[config.mk]
export PLATFORM = sky130hd
export DESIGN_NAME = dsp_boot_supervisor
export DESIGN_NICKNAME = d
export VERILOG_FILES = /design/src/rtl/dsp_boot_pkg.sv /design/src/rtl/bsup_cycle_timer.sv /design/src/rtl/bsup_value_match.sv /design/src/rtl/dsp_boot_supervisor.sv
export SDC_FILE = /design/constraint.sdc
export NUM_CORES = 1
export LEC_CHECK = 0
export BUFFER_PORTS_ARGS = -buffer_cell sky130_fd_sc_hd__buf_2
export CAP_MARGIN = 10
export CORE_ASPECT_RATIO = 1.25
export CORE_MARGIN = 8
export CORE_UTILIZATION = 56
export CTS_BUF_LIST = sky130_fd_sc_hd__clkbuf_8
export CTS_CLUSTER_SIZE = 20
export DETAILED_ROUTE_END_ITERATION = 8
export GPL_ROUTABILITY_DRIVEN = 0
export PLACE_DENSITY = 0.85
export SKIP_CTS_REPAIR_TIMING = 1
export SYNTH_ARGS = -nofsm -noshare
export SYNTH_HDL_FRONTEND = slang
export SYNTH_SLANG_ARGS = --single-unit
[constraint.sdc]
create_clock -name clk -period 2.4 [get_ports clk]
set_input_delay 0.24 -clock clk [delete_from_list [all_inputs] [get_ports clk]]
set_output_delay 0.24 -clock clk [all_outputs]
set_load 0.01 [all_outputs]
[src/rtl/dsp_boot_pkg.sv]
package dsp_boot_pkg;

    typedef enum logic [2:0] {
        ST_HOLD,
        ST_LET_GO,
        ST_LOAD_WAIT,
        ST_READ_A,
        ST_PAUSE,
        ST_READ_B,
        ST_READY,
        ST_HALT
    } boot_state_e;

endpackage

[src/rtl/bsup_cycle_timer.sv]
module bsup_cycle_timer #(
    parameter int CW = 8
) (
    input  logic          clk,
    input  logic          rst_n,
    input  logic          clear,
    output logic [CW-1:0] count
);
    localparam logic [CW-1:0] TOP = {CW{1'b1}};

    always_ff @(posedge clk) begin
        if (!rst_n || clear) begin
            count <= '0;
        end else if (count != TOP) begin
            count <= count + 1'b1;
        end
    end

    // Saturating counter never wraps back to zero without a clear.
    AST_TMR_NO_WRAP: assert property (@(posedge clk) disable iff (!rst_n)
        ($past(count) == TOP && !$past(clear)) |-> count == TOP);
endmodule

[src/rtl/bsup_value_match.sv]
module bsup_value_match #(
    parameter int                 DATA_W  = 16,
    parameter logic [DATA_W-1:0]  EXP_VAL = 16'h5AA5
) (
    input  logic [DATA_W-1:0] data,
    output logic              hit
);
    generate
        if (EXP_VAL == '0 || EXP_VAL == {DATA_W{1'b1}}) begin : g_weak_exp
            $error("EXP_VAL must not be all zeros or all ones");
        end
    endgenerate

    assign hit = (data == EXP_VAL);
endmodule

[src/rtl/dsp_boot_supervisor.sv]
module dsp_boot_supervisor
    import dsp_boot_pkg::*;
#(
    parameter int                 RST_CYC    = 16,
    parameter int                 DL_CYC     = 17_500_000,
    parameter int                 RETRY_CYC  = 500_000,
    parameter int                 RD_TIMEOUT = 1024,
    parameter int                 MAX_BOOTS  = 3,
    parameter int                 PAGE_W     = 3,
    parameter logic [PAGE_W-1:0]  BOOT_PAGE  = '0,
    parameter int                 ADDR_W     = 16,
    parameter logic [ADDR_W-1:0]  VAR_ADDR   = 16'h0040,
    parameter int                 DATA_W     = 16,
    parameter logic [DATA_W-1:0]  EXP_VAL    = 16'h5AA5
) (
    input  logic              clk,
    input  logic              rst_n,
    output logic              dsp_rst_n,
    output logic              bootreq_pull,
    input  logic              bootreq_pin,
    output logic [PAGE_W-1:0] page_sel,
    output logic              rd_req,
    output logic [ADDR_W-1:0] rd_addr,
    input  logic              rd_valid,
    input  logic [DATA_W-1:0] rd_data,
    output logic              irq_n_out,
    output logic              boot_done,
    output logic              boot_fail
);
    localparam int CW = $clog2(RST_CYC + DL_CYC + RETRY_CYC + RD_TIMEOUT + 1);
    localparam int BW = $clog2(MAX_BOOTS + 1);
    localparam logic [CW-1:0] T_RST   = CW'(RST_CYC - 1);
    localparam logic [CW-1:0] T_DL    = CW'(DL_CYC - 1);
    localparam logic [CW-1:0] T_RETRY = CW'(RETRY_CYC - 1);
    localparam logic [CW-1:0] T_RD    = CW'(RD_TIMEOUT - 1);
    localparam logic [BW-1:0] LAST_BOOT = BW'(MAX_BOOTS - 1);

    boot_state_e     state_q, state_n;
    logic [CW-1:0]   tcount;
    logic [BW-1:0]   boots_q;
    logic            hit;
    logic            rd_fail;

    bsup_cycle_timer #(.CW(CW)) u_timer (
        .clk   (clk),
        .rst_n (rst_n),
        .clear (state_n != state_q),
        .count (tcount)
    );

    bsup_value_match #(.DATA_W(DATA_W), .EXP_VAL(EXP_VAL)) u_match (
        .data (rd_data),
        .hit  (hit)
    );

    // A read fails on a wrong value or when its window runs out.
    assign rd_fail = rd_valid ? !hit : (tcount == T_RD);

    // State register and attempt counter
    always_ff @(posedge clk) begin
        if (!rst_n) begin
            state_q <= ST_HOLD;
            boots_q <= '0;
        end else begin
            state_q <= state_n;
            if (state_q == ST_READ_B && state_n == ST_HOLD) begin
                boots_q <= boots_q + 1'b1;
            end
        end
    end

    // Next-state logic
    always_comb begin
        state_n = state_q;
        unique case (state_q)
            ST_HOLD:      if (tcount == T_RST) state_n = ST_LET_GO;
            ST_LET_GO:    state_n = ST_LOAD_WAIT;
            ST_LOAD_WAIT: if (tcount == T_DL) state_n = ST_READ_A;
            ST_READ_A: begin
                if (rd_valid && hit) state_n = ST_READY;
                else if (rd_fail)    state_n = ST_PAUSE;
            end
            ST_PAUSE:     if (tcount == T_RETRY) state_n = ST_READ_B;
            ST_READ_B: begin
                if (rd_valid && hit)         state_n = ST_READY;
                else if (rd_fail)            state_n = (boots_q == LAST_BOOT) ? ST_HALT : ST_HOLD;
            end
            ST_READY:     state_n = ST_READY;
            ST_HALT:      state_n = ST_HALT;
            default:      state_n = ST_HOLD;
        endcase
    end

    // Moore outputs
    always_comb begin
        dsp_rst_n    = 1'b1;
        bootreq_pull = 1'b0;
        rd_req       = 1'b0;
        irq_n_out    = 1'b1;
        boot_done    = 1'b0;
        boot_fail    = 1'b0;
        unique case (state_q)
            ST_HOLD: begin
                dsp_rst_n    = 1'b0;
                bootreq_pull = 1'b1;
            end
            ST_LET_GO:    bootreq_pull = 1'b1;
            ST_LOAD_WAIT: ;
            ST_READ_A:    rd_req = 1'b1;
            ST_PAUSE:     ;
            ST_READ_B:    rd_req = 1'b1;
            ST_READY: begin
                boot_done = 1'b1;
                irq_n_out = bootreq_pin;
            end
            ST_HALT: begin
                dsp_rst_n = 1'b0;
                boot_fail = 1'b1;
            end
            default: ;
        endcase
    end

    assign page_sel = {BOOT_PAGE[PAGE_W-1:1], 1'b0};
    assign rd_addr  = VAR_ADDR;

    AST_PULL_AT_RELEASE: assert property (@(posedge clk) disable iff (!rst_n)
        $rose(dsp_rst_n) |-> bootreq_pull);
    AST_PULL_AFTER_RELEASE: assert property (@(posedge clk) disable iff (!rst_n)
        $fell(bootreq_pull) |-> (dsp_rst_n && $past(dsp_rst_n)));
    AST_IRQ_MASKED: assert property (@(posedge clk) disable iff (!rst_n)
        !boot_done |-> irq_n_out);
    AST_REQ_OUT_OF_RESET: assert property (@(posedge clk) disable iff (!rst_n)
        rd_req |-> (dsp_rst_n && !bootreq_pull));
    AST_DONE_STICKY: assert property (@(posedge clk) disable iff (!rst_n)
        boot_done |=> (boot_done && !rd_req && dsp_rst_n));
    AST_FAIL_STICKY: assert property (@(posedge clk) disable iff (!rst_n)
        boot_fail |=> (boot_fail && !rd_req && !dsp_rst_n));
endmodule

==> results of run 1 <==
-- Yosys cell counts, types with 3 or more instances --
library cell	count	area, um2
xor2_1	12	105
a211oi_1	5	37.5
nor3_1	19	95.1
and3_1	6	37.5
inv_1	3	11.3
nor2_1	15	56.3
nand4_1	11	68.8
xnor2_1	4	35.0
and4_1	5	43.8
o21ai_0	10	50.1
buf_4	19	143
nand3b_1	3	22.5
buf_2	6	30.0
nand3_1	5	25.0
nor4_1	5	31.3
or4_1	4	30.0
clkbuf_1	3	11.3
mux2i_1	3	30.0
dfxtp_1	30	601
or3_1	6	37.5
nor2b_1	3	18.8
o211ai_1	6	45.0
nor4bb_1	3	30.0
a21oi_1	7	35.0
nand2_1	12	45.0
-- area by class of cell --
type	count	area, um2	area share
Timing Repair Buffer	42	253	0.110
Clock inverter	2	8.76	0.00380
Sequential cell	30	601	0.261
Tap cell	39	48.8	0.0212
Inverter	3	11.3	0.00489
Multi-Input combinational cell	196	1300	0.564
Clock buffer	6	82.6	0.0359
-- cells by family after synthesis --
logic type | synth area share
compound gates | 0.142
fa+ha+maj | 0.0124
buf+inv | 0.0985
flops | 0.297
mux | 0.0149
simple gates | 0.362
xor+xnor | 0.0694
other cells | 0.00372
-- path summary, 6_finish.rpt --
path | from | slack [ns] | to
setup / recovery | u_timer.count[1] | 0.14 | u_timer.count[17]
hold / removal | rst_n | 0.26 | state_q[0]
setup reg to reg | u_timer.count[1] | 0.14 | u_timer.count[17]
hold reg to reg | boots_q[0] | 0.47 | boots_q[0]
-- per-layer routing --
metal,vias to the layer above,global-route usage
met2,86,0.298
met4,0,0.0952
met3,16,0.0536
li1,937,-
met1,928,0.198
met5,-,0
-- registers in the layout, indices dropped and copies added (netlist names) --
signal         count
u_timer.count     25
state_q            3
boots_q            2
-- metrics by stage --
| stage | power, mW | setup TNS (ns) |
|---|---|---|
| global placement | 0.582 | 0 |
| CTS | 1.00 | -0.0210 |
| global route | 1.04 | 0 |
| detailed placement | 0.585 | 0 |
| finish | 0.996 | 0 |
| floorplan | 0.582 | 0 |
-- power groups by stage --
stage                     Combinational, mW  Sequential [mW]  Clock, mW
final                                0.0694            0.508      0.418
after global routing                 0.0772            0.508      0.453
after CTS                            0.0670            0.507      0.431
after detailed placement             0.0667            0.518          0
after global placement               0.0641            0.518          0
after floorplan                      0.0623            0.519          0
-- layout by cell type (no fill, tap or decap), types with 6 or more instances in the layout --
cell      synthesis  layout
nor3_1           19      19
a21oi_1           7       7
o211ai_1          6       6
buf_4            19      17
and3_1            6       6
o21ai_0          10      10
conb_1            2      19
nor2_1           15      15
xor2_1           12      12
nand2_1          12      12
dfxtp_1          30      30
clkbuf_8          0       6
buf_2             6      25
nand4_1          11      11
or3_1             6       6
==> metrics.md, run 1 <==
| Metric | Value |
|---|---|
| Run status | finished, final reports clean |
| CTS Root Cell | clkbuf_8 |
| Instance count of the mapped netlist | 241 |
| Number of placement rows | 24 |
| Fraction of power spent switching nets | 0.240 |
| DP Wirelength | 3860 um |
| Maximum root-to-sink buffer count | 2 |
| Number of enable-type register cells in the synthesized netlist | 0 |
| Path depth of the worst reg2reg path | 6 |
| Initial antenna violation count | 0 |
| Unrepaired setup endpoints after global routing | no |
| Fmax achieved | 0.443 GHz |
| Number of cells traversed by the worst hold path | 2 |
| Final net count | 300 |
| Standard cell area after detailed placement | 2200 um2 |
| Post-Route Hold Slack | 0.263 ns |
| Area of the die | 5800 um2 |
| Slew Viols, Final | 0 |
| Drt first-iter violations | 183 |
| First-pass GRT wire length | 8670 um |
| Kind of path behind the tightest hold check | in -> reg |
| Share of flip-flops with an asynchronous set or reset | 0 |
| Area grow syn2layout | 14.1% |
| Buffers plus inverters on the worst setup path | 0 |
| Internal power of the cells | 0.757 mW |
| CP Data Arrival Time | 2.45 ns |
| Met3 Wirelength | 352 um |
| Via count | 1967 |
| Fraction of final layout cells sized beyond drive strength 1 | 0.240 |
| Initial standard-cell utilization of the core | 0.580 |
| Global routing usage summed across all routing layers | 0.179 |
| Peak VDD IR | 0.436 mV |
| Final Worst Setup Slack | 0.141 ns |
| Number of placed cells counting well taps | 310 |
| Synthesis warning total | 0 |
| Synth Flop Type | dfxtp_1 |
| Part of the power in registers | 0.510 |
| Final wirelength | 5220 um |
| Critical path's top delay family | simple AND/OR/NAND/NOR gates |
| Clock Latency Late Sink | 0.29 ns |
| Grt ovf | 0 |
| Detailed-route vias per instance | 6.19 |
| Average cell area after synthesis | 8.38 um2 |
| Final core utilization | 0.661 |
| Max-slew headroom | 0.662 |
| Part of the Yosys area used for sequential elements | 0.297 |
| WL per Instance | 16.4 um |
| Final Hold Fails | 0 |
| Pin count of the biggest net entering global routing | 26 |
| Portion of total power attributed to the clock network | 0.420 |
| Maximum Capacitance Violations | 0 |
| Placement-stage worst setup slack | 0.0321 ns |
| Clock slew at reported path FFs | 0.06 ns |
| Final standard cell count with taps included and fillers excluded | 318 |
| Top Ports | 45 |
| Endpoint type of the worst setup path | flip-flop |
| Period utilisation layout | 0.941 |
| CTS H-tree lvls | 2 |
| Post-synthesis instance area | 2020 um2 |
| Port Buffer Count | 25 |
| Via count of the first global-routing pass | 1873 |
| Number of buffers created by CTS | 5 |
| TritonCTS clock tree | done |
| Stages on the worst setup path | 6 |
| Maximum cell stage delay along the critical path | 0.62 ns |
| Die Span Y | 83.1 um |
| Count of different cell masters after synthesis | 56 |
| Part of the total power dissipated in combinational logic | 0.070 |
| Switching pwr | 0.239 mW |
| CP Max Fanout | 9 |
| Sinks on the clock net | 30 |
| Lkg Pwr | 0.904 nW |
| Register bit count reported by yosys | 30 |
| Cell Chain, Critical Path | ha_2 > nand4_4 > or4_4 > o211ai_4 > o21ai_0 > a211oi_1 |
| Tmin final | 2.26 ns |
| Detailed-routing wirelength on met1 | 2080 um |
| Final instance area | 2300 um2 |
| Area of the core | 3480 um2 |
| Number of diodes added for antenna fixing | 0 |
| Required time of the critical path | 2.59 ns |
| Maximum clock skew at final layout | 0.00744 ns |
| Count of antenna-violating nets left after detailed routing | 0 |
| Power density over the cells | 432 nW/um2 |
| Worst-margin pin slew | 0.506 ns |
| Horiz. Die Dim | 69.7 um |
| # fillers | 284 |
| Worst setup path class | reg -> reg |
| Met2 wire length | 2650 um |
| Setup violation total in the final timing report | 0 |
| Top Layer Used | met4 |
| Number of iterations in the first detailed-routing pass | 4 |
| Cell with the largest stage delay on the worst path | or4_4 |
| Nature of the critical path startpoint | flip-flop |
| Detailed-route DRC error count | 0 |
Note: power is estimated with default switching activity, not from simulation.
==> run 2, diff against run 1 <==
--- a/config.mk
+++ b/config.mk
@@ -14,6 +14,7 @@
 export CTS_CLUSTER_SIZE = 20
 export DETAILED_ROUTE_END_ITERATION = 8
 export GPL_ROUTABILITY_DRIVEN = 0
+export MAX_ROUTING_LAYER = met4
 export PLACE_DENSITY = 0.85
 export SKIP_CTS_REPAIR_TIMING = 1
 export SYNTH_ARGS = -nofsm -noshare
==> run 2 against run 1 <==
  * First-iteration DRC count is 6.0% higher
  * Wire length is 0.96% higher
  * Global-route usage is 0.46 points higher
  * Cell count stayed put
  * Clock-buffer cell count stayed put
  * Sequential share of layout area stayed put
  * Sequential cell count stayed put
  * Critical endpoint unchanged
==> metrics.md, run 2 (synthesized netlist as in run 1, its figures left out) <==
| Metric | Value |
|---|---|
| Die Span Y | 83.1 um (unchanged) |
| Standard cell area after detailed placement | 2200 um2 (unchanged) |
| Fraction of final layout cells sized beyond drive strength 1 | 0.240 (unchanged) |
| Cell Chain, Critical Path | ha_2 > nand4_4 > or4_4 > o211ai_4 > o21ai_0 > a211oi_1 |
| Endpoint type of the worst setup path | flip-flop |
| Number of diodes added for antenna fixing | 0 (unchanged) |
| Initial standard-cell utilization of the core | 0.580 (unchanged) |
| Nature of the critical path startpoint | flip-flop |
| Pin count of the biggest net entering global routing | 26 (unchanged) |
| Fmax achieved | 0.442 GHz (-0.14%) |
| Peak VDD IR | 0.437 mV (+0.40%) |
| Period utilisation layout | 0.943 (+0.00134) |
| Port Buffer Count | 25 (unchanged) |
| Power density over the cells | 434 nW/um2 (+0.39%) |
| Detailed-route DRC error count | 0 (unchanged) |
| Total negative slack for setup checks | 0 ns (unchanged) |
| Worst setup path class | reg -> reg |
| Area used by sequential logic in the layout | 601 um2 (unchanged) |
| Maximum root-to-sink buffer count | 2 (unchanged) |
| Global routing usage summed across all routing layers | 0.183 (+0.00457) |
| Worst-margin pin slew | 0.506 ns (+0.0000982 ns) |
| Top Registers | u_timer.count: 25 flops, state_q: 3 flops, boots_q: 2 flops |
| Top Ports | 45 (unchanged) |
| Initial antenna violation count | 0 (unchanged) |
| Maximum Capacitance Violations | 0 (unchanged) |
| Final instance area | 2300 um2 (unchanged) |
| First-pass GRT wire length | 8660 um (-0.16%) |
| Grt ovf | 0 (unchanged) |
| Tmin final | 2.26 ns (+0.00322 ns) |
| Number of buffers created by CTS | 5 (unchanged) |
| Cell with the largest stage delay on the worst path | or4_4 |
| Max-slew headroom | 0.662 (about the same) |
| Drt first-iter violations | 194 (+6.0%) |
| R2r setup slk | 0.14 ns (about the same) |
| Run status | finished, final reports clean |
| Via count of the first global-routing pass | 1880 (+0.37%) |
| Lkg Pwr | 0.904 nW (unchanged) |
| DP Wirelength | 3860 um (unchanged) |
| Maximum cell stage delay along the critical path | 0.63 ns (about the same) |
| CP Max Fanout | 9 (unchanged) |
| TritonCTS clock tree | done |
| Final wirelength | 5270 um (+0.96%) |
| Area of the core | 3480 um2 (unchanged) |
| Maximum clock skew at final layout | 0.00847 ns (+0.00103 ns) |
| CTS Root Cell | clkbuf_8 |
| Number of placement rows | 24 (unchanged) |
| WL per Instance | 16.6 um (+0.96%) |
| Area grow syn2layout | 14.1% (unchanged) |
| Area of the die | 5800 um2 (unchanged) |
| Required time of the critical path | 2.60 ns (about the same) |
| Final Hold Fails | 0 (unchanged) |
| Most common library cell in the layout ignoring fill and taps | dfxtp_1 |
| Detailed-route vias per instance | 6.24 (+0.81%) |
| CTS H-tree lvls | 2 (unchanged) |
| CP Data Arrival Time | 2.46 ns (about the same) |
| Kind of path behind the tightest hold check | in -> reg |
| Clock slew at reported path FFs | 0.06 ns (about the same) |
| Top register by number of flip-flops | u_timer.count |
| Slew Viols, Final | 0 (unchanged) |
| # fillers | 284 (unchanged) |
| Setup violation total in the final timing report | 0 (unchanged) |
| Horiz. Die Dim | 69.7 um (unchanged) |
| Via count | 1983 (+0.81%) |
| Largest register FFs | 25 (unchanged) |
| Area used by multi-input combinational logic | 1300 um2 (unchanged) |
| Unrepaired setup endpoints after global routing | no |
| Count of antenna-violating nets left after detailed routing | 0 (unchanged) |
| Commonest cells after routing, fill and taps aside | dfxtp_1 (30), buf_2 (25), nor3_1 (19), conb_1 (19), buf_4 (17) |
| Sinks on the clock net | 30 (unchanged) |
| Final net count | 300 (unchanged) |
| Clock Latency Late Sink | 0.29 ns (about the same) |
| Number of iterations in the first detailed-routing pass | 5 (+1) |
[run 2: cell counts in the layout (fill, tap and decap cells not counted)]
Identical to the previous run, type by type.
[run 2: final cells by class]
type,instances,area share
multi-input cells,196,0.564
flip-flops and latches,30,0.261
repair buffers,42,0.110
clock buffers,6,0.0359
well taps,39,0.0212
inverters,3,0.00489
clock inverters,2,0.00380
[run 2: metrics by stage]
step	utilization	cells	total power, mW	setup slack (ns)	hold slack [ns]
after floorplan	-	258	0.582	0.321	0.435
final	0.661	318	1.00	0.138	0.260
after global placement	0.631	310	0.582	0.170	0.443
after detailed placement	0.631	310	0.585	0.0321	0.461
after global routing	0.661	318	1.04	0.0245	0.252
after CTS	0.657	318	1.00	-0.0210	0.260
[run 2: final timing paths]
path,from,to,cells after the start
worst min-delay path,rst_n,state_q[0],2
worst max register to register,u_timer.count[1],u_timer.count[17],6
worst min register to register,boots_q[0],boots_q[0],2
worst max-delay path,u_timer.count[1],u_timer.count[17],6
[run 2: worst max-delay path, delay by kind of cell, from the launching register on]
family,cells,cell delay [ns]
simple gates,2,0.77
fa+ha+maj,1,0.28
flops,1,0.44
compound gates,3,0.68
[run 2: routing by layer]
metal  track usage  part of all wire
met1         0.196              0.39
met2         0.297              0.50
met3        0.0548             0.083
met4        0.0971             0.026
met5             -                 0
[run 2: power breakdown]
part	leakage, nW	switching [mW]	internal (mW)
sequential	0.242	0.00570	0.502
combinational	0.610	0.0415	0.0279
clock	0.0524	0.196	0.227
total	0.904	0.243	0.757
